### config.mk
export PLATFORM = sky130hd
export DESIGN_NAME = lirq_combiner
export DESIGN_NICKNAME = d
export VERILOG_FILES = /design/src/rtl/lirq_pkg.sv /design/src/rtl/lirq_sync.sv /design/src/rtl/lirq_prio_enc.sv /design/src/rtl/lirq_regs.sv /design/src/rtl/lirq_combiner.sv
export SDC_FILE = /design/constraint.sdc
export NUM_CORES = 1
export LEC_CHECK = 0
export BUFFER_PORTS_ARGS = -buffer_cell sky130_fd_sc_hd__buf_2
export CAP_MARGIN = 20
export CORE_ASPECT_RATIO = 2
export CORE_MARGIN = 5
export CORE_UTILIZATION = 40
export CTS_CLUSTER_SIZE = 16
export DETAILED_ROUTE_END_ITERATION = 12
export MAX_ROUTING_LAYER = met4
export PLACE_DENSITY = 0.65
export SLEW_MARGIN = 10
export SYNTH_ARGS = -nofsm -noshare
export SYNTH_HDL_FRONTEND = slang
export SYNTH_SLANG_ARGS = --single-unit
### constraint.sdc
create_clock -name clk -period 1.8 [get_ports clk]
set_input_delay 0.36 -clock clk [delete_from_list [all_inputs] [get_ports clk]]
set_output_delay 0.36 -clock clk [all_outputs]
set_load 0.05 [all_outputs]
### src/rtl/lirq_pkg.sv
// Package: shared constants for the local interrupt combiner.
// Assumes byte offsets on a 12-bit register window with 16-bit accesses.
package lirq_pkg;
    localparam int unsigned LIRQ_LINES     = 16;
    localparam int unsigned LIRQ_DATA_W    = 16;
    localparam int unsigned LIRQ_ADDR_W    = 12;
    localparam int unsigned LIRQ_VEC_SHIFT = 2;
    localparam logic [LIRQ_ADDR_W-1:0] LIRQ_OFS_VECTOR = 12'h000;
    localparam logic [LIRQ_ADDR_W-1:0] LIRQ_OFS_MASK   = 12'h002;
    localparam logic [LIRQ_DATA_W-1:0] LIRQ_MASK_RST   = 16'h0010;
endpackage

### src/rtl/lirq_sync.sv
// Module: lirq_sync
// Two-flop synchronizer per line; the second stage is the source state.
// Assumes lines are asynchronous levels held for more than two clocks.
module lirq_sync #(
    parameter int unsigned LINES = 16
) (
    input  logic             clk,
    input  logic             rst_n,
    input  logic [LINES-1:0] lines_i,
    output logic [LINES-1:0] src_o
);
    logic [LINES-1:0] meta_q;
    logic [LINES-1:0] src_q;

    generate
        for (genvar g = 0; g < LINES; g++) begin : g_line
            // Capture one line through two flops.
            always_ff @(posedge clk) begin
                if (!rst_n) begin
                    meta_q[g] <= 1'b0;
                    src_q[g]  <= 1'b0;
                end else begin
                    meta_q[g] <= lines_i[g];
                    src_q[g]  <= meta_q[g];
                end
            end
        end
    endgenerate

    assign src_o = src_q;

    // Cycles since reset, saturating at 2, to qualify the latency check.
    logic [1:0] age_q;
    always_ff @(posedge clk) begin
        if (!rst_n)              age_q <= 2'd0;
        else if (age_q != 2'd2)  age_q <= age_q + 2'd1;
    end

    // source state equals the line levels two clocks earlier.
    assert_src_latency_R1: assert property (@(posedge clk) disable iff (!rst_n)
        (age_q == 2'd2) |-> (src_o == $past(lines_i, 2)));
endmodule

### src/rtl/lirq_prio_enc.sv
// Module: lirq_prio_enc
// Encodes the lowest-numbered set bit of the pending set as (n+1)<<SHIFT.
// Assumes the code fits in DATA_W bits; zero means nothing pending.
module lirq_prio_enc #(
    parameter int unsigned LINES     = 16,
    parameter int unsigned DATA_W    = 16,
    parameter int unsigned VEC_SHIFT = 2
) (
    input  logic [LINES-1:0]  pend_i,
    output logic [DATA_W-1:0] code_o
);
    // Scan from the top down so the lowest set bit is written last.
    always_comb begin
        code_o = '0;
        for (int i = LINES - 1; i >= 0; i--) begin
            if (pend_i[i]) begin
                code_o = DATA_W'((i + 1) << VEC_SHIFT);
            end
        end
    end
endmodule

### src/rtl/lirq_regs.sv
// Module: lirq_regs
// Holds the enable mask and decodes the register window for reads and writes.
// Assumes full-address decode; unmapped offsets read zero and ignore writes.
module lirq_regs #(
    parameter int unsigned DATA_W = 16,
    parameter int unsigned ADDR_W = 12,
    parameter logic [ADDR_W-1:0] OFS_VECTOR = '0,
    parameter logic [ADDR_W-1:0] OFS_MASK   = 2,
    parameter logic [DATA_W-1:0] MASK_RST   = 16
) (
    input  logic              clk,
    input  logic              rst_n,
    input  logic              wr_en,
    input  logic [ADDR_W-1:0] addr,
    input  logic [DATA_W-1:0] wr_data,
    input  logic [DATA_W-1:0] vec_code_i,
    output logic [DATA_W-1:0] mask_o,
    output logic [DATA_W-1:0] rd_data
);
    logic [DATA_W-1:0] mask_q;
    logic              hit_mask;

    assign hit_mask = (addr == OFS_MASK);

    // Update the enable mask on a write to its offset.
    always_ff @(posedge clk) begin
        if (!rst_n)                mask_q <= MASK_RST;
        else if (wr_en && hit_mask) mask_q <= wr_data;
    end

    // Select read data by offset; everything else reads zero.
    always_comb begin
        if (addr == OFS_VECTOR)  rd_data = vec_code_i;
        else if (hit_mask)       rd_data = mask_q;
        else                     rd_data = '0;
    end

    assign mask_o = mask_q;

    // reset leaves the mask at its reset value.
    assert_mask_reset_R6: assert property (@(posedge clk)
        !rst_n |=> (mask_o == MASK_RST));

    // a mask write stores the written data.
    assert_mask_write_R5: assert property (@(posedge clk) disable iff (!rst_n)
        (wr_en && addr == OFS_MASK) |=> (mask_o == $past(wr_data)));

    // writes elsewhere leave the mask untouched.
    assert_unmapped_write_R7: assert property (@(posedge clk) disable iff (!rst_n)
        (wr_en && addr != OFS_MASK) |=> $stable(mask_o));
endmodule

### src/rtl/lirq_combiner.sv
// Module: lirq_combiner (top)
// Synchronizes level lines, masks them, encodes the lowest pending line for
// software and drives a registered combined interrupt request.
// Assumes a single clock domain for the register port.
module lirq_combiner
    import lirq_pkg::*;
#(
    parameter int unsigned LINES     = LIRQ_LINES,
    parameter int unsigned DATA_W    = LIRQ_DATA_W,
    parameter int unsigned ADDR_W    = LIRQ_ADDR_W,
    parameter int unsigned VEC_SHIFT = LIRQ_VEC_SHIFT
) (
    input  logic              clk,
    input  logic              rst_n,
    input  logic [LINES-1:0]  irq_in,
    input  logic              wr_en,
    input  logic [ADDR_W-1:0] addr,
    input  logic [DATA_W-1:0] wr_data,
    output logic [DATA_W-1:0] rd_data,
    output logic              irq_out
);
    localparam int unsigned IDX_W = $clog2(LINES + 1);

    logic [LINES-1:0]  src;
    logic [DATA_W-1:0] mask;
    logic [LINES-1:0]  pend;
    logic [DATA_W-1:0] vec_code;
    logic              irq_q;

    lirq_sync #(.LINES(LINES)) u_sync (
        .clk     (clk),
        .rst_n   (rst_n),
        .lines_i (irq_in),
        .src_o   (src)
    );

    assign pend = src & mask[LINES-1:0];

    lirq_prio_enc #(
        .LINES     (LINES),
        .DATA_W    (DATA_W),
        .VEC_SHIFT (VEC_SHIFT)
    ) u_enc (
        .pend_i (pend),
        .code_o (vec_code)
    );

    lirq_regs #(
        .DATA_W     (DATA_W),
        .ADDR_W     (ADDR_W),
        .OFS_VECTOR (LIRQ_OFS_VECTOR),
        .OFS_MASK   (LIRQ_OFS_MASK),
        .MASK_RST   (LIRQ_MASK_RST)
    ) u_regs (
        .clk        (clk),
        .rst_n      (rst_n),
        .wr_en      (wr_en),
        .addr       (addr),
        .wr_data    (wr_data),
        .vec_code_i (vec_code),
        .mask_o     (mask),
        .rd_data    (rd_data)
    );

    // Register the combined request from the pending set.
    always_ff @(posedge clk) begin
        if (!rst_n) irq_q <= 1'b0;
        else        irq_q <= |pend;
    end

    assign irq_out = irq_q;

    // Assertion helpers: line number decoded back from the vector code.
    logic [IDX_W-1:0] vec_num;
    logic [IDX_W-1:0] vec_sel;
    assign vec_num = vec_code[VEC_SHIFT +: IDX_W];
    assign vec_sel = vec_num - IDX_W'(1);

    // a non-zero encoder result is followed by a raised request.
    assert_irq_high_R2: assert property (@(posedge clk) disable iff (!rst_n)
        (vec_code != '0) |=> irq_out);

    // a zero encoder result is followed by a dropped request.
    assert_irq_low_R2: assert property (@(posedge clk) disable iff (!rst_n)
        (vec_code == '0) |=> !irq_out);

    // the encoded line is pending and no lower line is.
    assert_vec_lowest_R3: assert property (@(posedge clk) disable iff (!rst_n)
        (vec_num != '0) |->
            ((|(pend & (LINES'(1) << vec_sel))) &&
             ((pend & ((LINES'(1) << vec_sel) - LINES'(1))) == '0)));

    // an empty pending set encodes as zero.
    assert_vec_idle_R4: assert property (@(posedge clk) disable iff (!rst_n)
        (pend == '0) |-> (vec_code == '0));

    // the request is low in the cycle after reset.
    assert_irq_reset_R6: assert property (@(posedge clk)
        !rst_n |=> !irq_out);
endmodule

# Word-level counts from Yosys, hierarchy flattened
# Cells that the tools add are included.
[op_classes]
n_eq_ne = 1
n_mux = 18
bitwise_logic = 1
n_reduce_logical = 3
[op_table]
columns = ["operator", "n"]
rows = [
  ["$mux W7", 16],
  ["$mux W16", 2],
  ["$and A16 B16 Y16", 1],
  ["$reduce_or A16 Y1", 1],
  ["$eq A12 B2 Y1 const B", 1],
  ["$logic_not A12 Y1", 1],
  ["$logic_and A1 B1 Y1", 1],
]
[totals]
reg_bits = 49
output_inout_bits = 17

# Longest topological paths before layout
[logic_depth]
ltp_word = 18
ltp_mapped = 7

# By module
# A second synthesis with hierarchy kept.
[unflattened]
cells_unflattened = 242
hier_area_um2 = 2250.9
[modules_own_cells]
columns = ["mod", "instances", "cells_each", "area_per_inst_um2", "seq_area_each_um2"]
rows = [
  ["lirq_regs", 1, 110, 938.4, 320.3],
  ["lirq_sync", 1, 67, 895.9, 640.6],
  ["lirq_prio_enc", 1, 43, 252.7, 0.0],
  ["lirq_combiner", 1, 22, 163.9, 20.0],
]

# Worst setup path after synthesis
# No wires, ideal clock.
[synth_timing]
path_type = "input port to output port"
from = "input port addr[8]"
to = "output port rd_data[5]"
arrival_time_ps = 2163
required_time_ps = 1440
setup_slack_ps = -723
path_stages = 4
path_cell_list = "nor4_2 -> and2_1 -> nand4_1 -> o31ai_1"
[synth_between]
elab_chain_len = 3
[synth_lines]
columns = ["item", "line_no", "text"]
rows = [
  ["from (decl)", "lirq_combiner.sv:17", "input logic [ADDR_W-1:0] addr,"],
  ["$eq A12 B2 Y1", "lirq_regs.sv:23", "assign hit_mask = (addr == OFS_MASK);"],
  ["$mux W16", "lirq_regs.sv:34", "else if (hit_mask) rd_data = mask_q;"],
  ["$mux W16 (*)", "lirq_regs.sv:33", "if (addr == OFS_VECTOR) rd_data = vec_code_i;"],
  ["to (decl)", "lirq_combiner.sv:19", "output logic [DATA_W-1:0] rd_data,"],
]
# Every way passes the cells marked *; elsewhere a longest branch is shown, timed or not.

# Worst setup path in the final report
[layout_timing]
from = "register u_sync.src_q[14], in the netlist u_sync.src_o[14]"
to = "output port rd_data[6]"
[layout_between]
elab_chain_len = 17
[layout_lines]
columns = ["item", "line_no", "text"]
rows = [
  ["from (decl)", "lirq_sync.sv:13", "logic [LINES-1:0] src_q;"],
  ["from (signal, indexed assignment)", "lirq_sync.sv:24", "src_q[g] <= meta_q[g];"],
  ["$and A16 B16 Y16", "lirq_combiner.sv:37", "assign pend = src & mask[LINES-1:0];"],
  ["$mux W7 (15 in a row)", "lirq_prio_enc.sv:16", "if (pend_i[i]) begin"],
  ["$mux W16", "lirq_regs.sv:33", ""],
]
# Every way passes these cells.

==> impl_metrics.prom <==
# TYPE chip_impl_metric gauge
chip_impl_metric{name="required",unit="ns"} 1.44
chip_impl_metric{name="cp_arrival",unit="ns"} 1.70
chip_impl_metric{name="relSlewSlack",unit=""} 0.588
chip_impl_metric{name="fp.coreArea",unit="um2"} 4820
chip_impl_metric{name="cts_hold_buf",unit=""} 0
chip_impl_metric{name="hold_slack",unit="ns"} 0.260
chip_impl_metric{name="min_period",unit="ns"} 2.06
chip_impl_metric{name="period_share",unit=""} 1.14
chip_impl_metric{name="syn_area",unit="um2"} 1960
chip_impl_metric{name="vias",unit=""} 1716
chip_impl_metric{name="yosysSeqAreaShare",unit=""} 0.501
chip_impl_metric{name="p_leak",unit="nW"} 1.25
chip_impl_metric{name="maxClockFrequency",unit="MHz"} 485
chip_impl_metric{name="global_route.usage.total",unit=""} 0.150
chip_impl_metric{name="die_span_x",unit="um"} 59.5
chip_impl_metric{name="overflow",unit=""} 0
chip_impl_metric{name="grt_start_max_net_pins",unit=""} 50
chip_impl_metric{name="drt_pass1_iterations",unit=""} 4
chip_impl_metric{name="yosys_warnings",unit=""} 0
chip_impl_metric{name="synth_top_area_share",unit=""} 0.501
chip_impl_metric{name="wl_met3",unit="um"} 270
chip_impl_metric{name="finalSetupViolCount",unit=""} 16
chip_impl_metric{name="report.final.hold_viol_count",unit=""} 0
chip_impl_metric{name="final-max-slew-violation-count",unit=""} 0
chip_impl_metric{name="global_route_wire_length_before_repair",unit="um"} 7140
chip_impl_info{name="cts-root-buf",value="clkbuf_8"} 1
chip_impl_metric{name="pre_cts_ws",unit="ns"} -0.248
chip_impl_metric{name="fraction_of_layout_cells_with_a_size_suffix_above_1",unit=""} 0.527
chip_impl_info{name="holdCritPathClass",value="in -> reg"} 1
chip_impl_info{name="setup.worst_path.end_class",value="primary output"} 1
chip_impl_info{name="start_kind",value="register"} 1
chip_impl_metric{name="final_wirelength",unit="um"} 4630
chip_impl_metric{name="ys_types",unit=""} 30
chip_impl_metric{name="floorplan.die.height",unit="um"} 109
chip_impl_metric{name="max_slew.worst_pin.slew",unit="ns"} 0.618
chip_impl_metric{name="cap_viol_max_count",unit=""} 0
chip_impl_metric{name="total_clock_buffers_created_by_cts",unit=""} 5
chip_impl_metric{name="max-vdd-ir-drop",unit="mV"} 0.560
chip_impl_metric{name="syn-num-nets",unit=""} 255
chip_impl_info{name="worst-setup-path-type",value="reg -> out"} 1
chip_impl_metric{name="grt_pass1_vias",unit=""} 1586
chip_impl_metric{name="post-route-drc-count",unit=""} 0
chip_impl_info{name="failed_checks",value="setup timing"} 1
chip_impl_metric{name="detail_route.iter0.violations",unit=""} 39
chip_impl_metric{name="die_area",unit="um2"} 6480
chip_impl_info{name="run_status",value="finished, violations left"} 1
chip_impl_metric{name="cts_sinks",unit=""} 49
chip_impl_info{name="tritoncts_clock_tree",value="done"} 1
chip_impl_metric{name="clkLatencyLatePin",unit="ns"} 0.30
chip_impl_info{name="rsz0062_at_grt",value="true"} 1
chip_impl_metric{name="htreeDepth",unit=""} 2
chip_impl_metric{name="wl_met2",unit="um"} 2410
chip_impl_metric{name="core.rowCount",unit=""} 36
chip_impl_metric{name="postLayoutSetupSlackWorst",unit="ns"} -0.261
chip_impl_metric{name="layout.cells.non_filler",unit=""} 355
chip_impl_metric{name="antenna_found_initial",unit=""} 0
chip_impl_metric{name="cellPowerDensity",unit="nW/um2"} 687
chip_impl_info{name="routed.top_layer",value="met4"} 1
chip_impl_metric{name="timing.clock.skew",unit="ns"} 0.00326
chip_impl_metric{name="num_antenna_cells",unit=""} 0
chip_impl_metric{name="wire_per_inst",unit="um"} 13.0
chip_impl_metric{name="placement.io_buffers",unit=""} 63
chip_impl_metric{name="post-place-cells",unit=""} 339
chip_impl_metric{name="path_max_fanout",unit=""} 2
chip_impl_metric{name="mean_syn_cell_area",unit="um2"} 9.42
chip_impl_metric{name="antenna_violating_nets_post_route",unit=""} 0
chip_impl_metric{name="routedLengthMet1",unit="um"} 1820
chip_impl_metric{name="netlist_instances",unit=""} 208
chip_impl_metric{name="clock_tree.buffer_depth",unit=""} 2
chip_impl_metric{name="place.gp.congestion",unit=""} 0.776
chip_impl_metric{name="initial_core_util",unit=""} 0.407
chip_impl_metric{name="post_detailed_route_via_to_cell_ratio",unit=""} 4.83
chip_impl_metric{name="area_delta_synth_final",unit="%"} 52.4
chip_impl_info{name="most_used_cells_in_the_layout_excluding_fill_and_tap_cells",value="buf_2 (43), dfxtp_1 (43), nand2_1 (38)"} 1
chip_impl_metric{name="fin_nets",unit=""} 344
chip_impl_info{name="yosys-top-cells-area",value="dfxtp_1 (50%), and2_1 (14%), nand2_1 (7.7%)"} 1
chip_impl_metric{name="finish.utilization",unit=""} 0.620
chip_impl_info{name="synth_top_area_cell",value="dfxtp_1"} 1
chip_impl_metric{name="ys_ff_latch",unit=""} 49
chip_impl_metric{name="clkSlewWorstSetupHoldPaths",unit="ns"} 0.08
chip_impl_metric{name="num_io_pins",unit=""} 64
chip_impl_metric{name="place.detailed.hpwl",unit="um"} 3280
chip_impl_metric{name="fin_total_pwr",unit="W"} 0.00205
-- cells by family (layout without fill, tap and decap cells) --
group	after synthesis	after routing	share of synthesized area
compound gates	38	38	0.155
flops	49	49	0.501
simple gates	110	110	0.307
buf+inv	11	101	0.0377
-- synth_stat cells, drive strengths merged --
master   count
nand4b       1
nand2       50
o21a         1
a2bb2oi      1
and4         2
a22oi        4
clkbuf       5
a21oi        4
nand4        2
nor4         2
a21boi      15
nand3        5
nor2         1
dfxtp       49
nor3         1
nand3b       1
o31ai        2
o21ai        4
a221oi       1
buf          4
inv          2
and2        45
a31oi        2
a32oi        2
a22o         2
-- path summary, 6_finish.rpt --
path / end / depth (start not counted) / startpoint / slack [ns]
worst min-delay path: u_sync.meta_q[6] / 2 / irq_in[6] / 0.26
worst max register to register: irq_out / 6 / u_sync.src_o[14] / 0.37
worst max-delay path: rd_data[6] / 6 / u_sync.src_o[14] / -0.26
worst min register to register: u_sync.src_o[9] / 1 / u_sync.meta_q[9] / 0.44
-- sequential cells by signal, summed over array words and instances (netlist names) --
register       count
u_sync.src_o      16
u_regs.mask_o     16
u_sync.meta_q     16
irq_out            1
-- final cells by class --
cell class | instances | area (um2)
Tap cell | 57 | 71.3
Timing Repair Buffer | 91 | 719
Fill cell | 420 | 1830
Clock buffer | 7 | 86.3
Clock inverter | 1 | 30.0
Multi-Input combinational cell | 148 | 1080
Inverter | 2 | 7.51
Sequential cell | 49 | 991
-- through the flow --
stage	instance area (um2)	setup TNS, ns
6_report	2990	-1.38
5_1_grt	2990	-2.21
4_1_cts	2930	-1.47
3_5_place_dp	2520	-4.50
3_3_place_gp	2520	-4.00
2_1_floorplan	2030	-0.652
-- critical path, stage by stage (launching register included) --
cell and delay [ns]:
dfxtp_2 0.33, a22o_1 0.23, nand3b_1 0.19, nor2_2 0.14, nand3_2 0.12, o31ai_4 0.20
buf_6 0.19
-- per-layer routing --
metal  up-vias  GRT usage
met5         -          -
met1       784      0.169
met2        45      0.242
li1        876          -
met3        11     0.0308
met4         0     0.0856
-- timing repair --
item | in CTS | in global routing
buffers inserted | 4 | 5
pin swaps | 14 | 8
endpoints found under the setup margin | 16 | 16
resized for setup | 81 | 7
-- report_power, final --
group,internal (W),leakage [nW],switching [W]
logic,0.0000759,0.792,0.0000514
clock network,0.000453,0.0585,0.000343
registers,0.00112,0.404,0.0000123
total,0.00164,1.25,0.000407
Note: power is estimated with default switching activity, not from simulation.
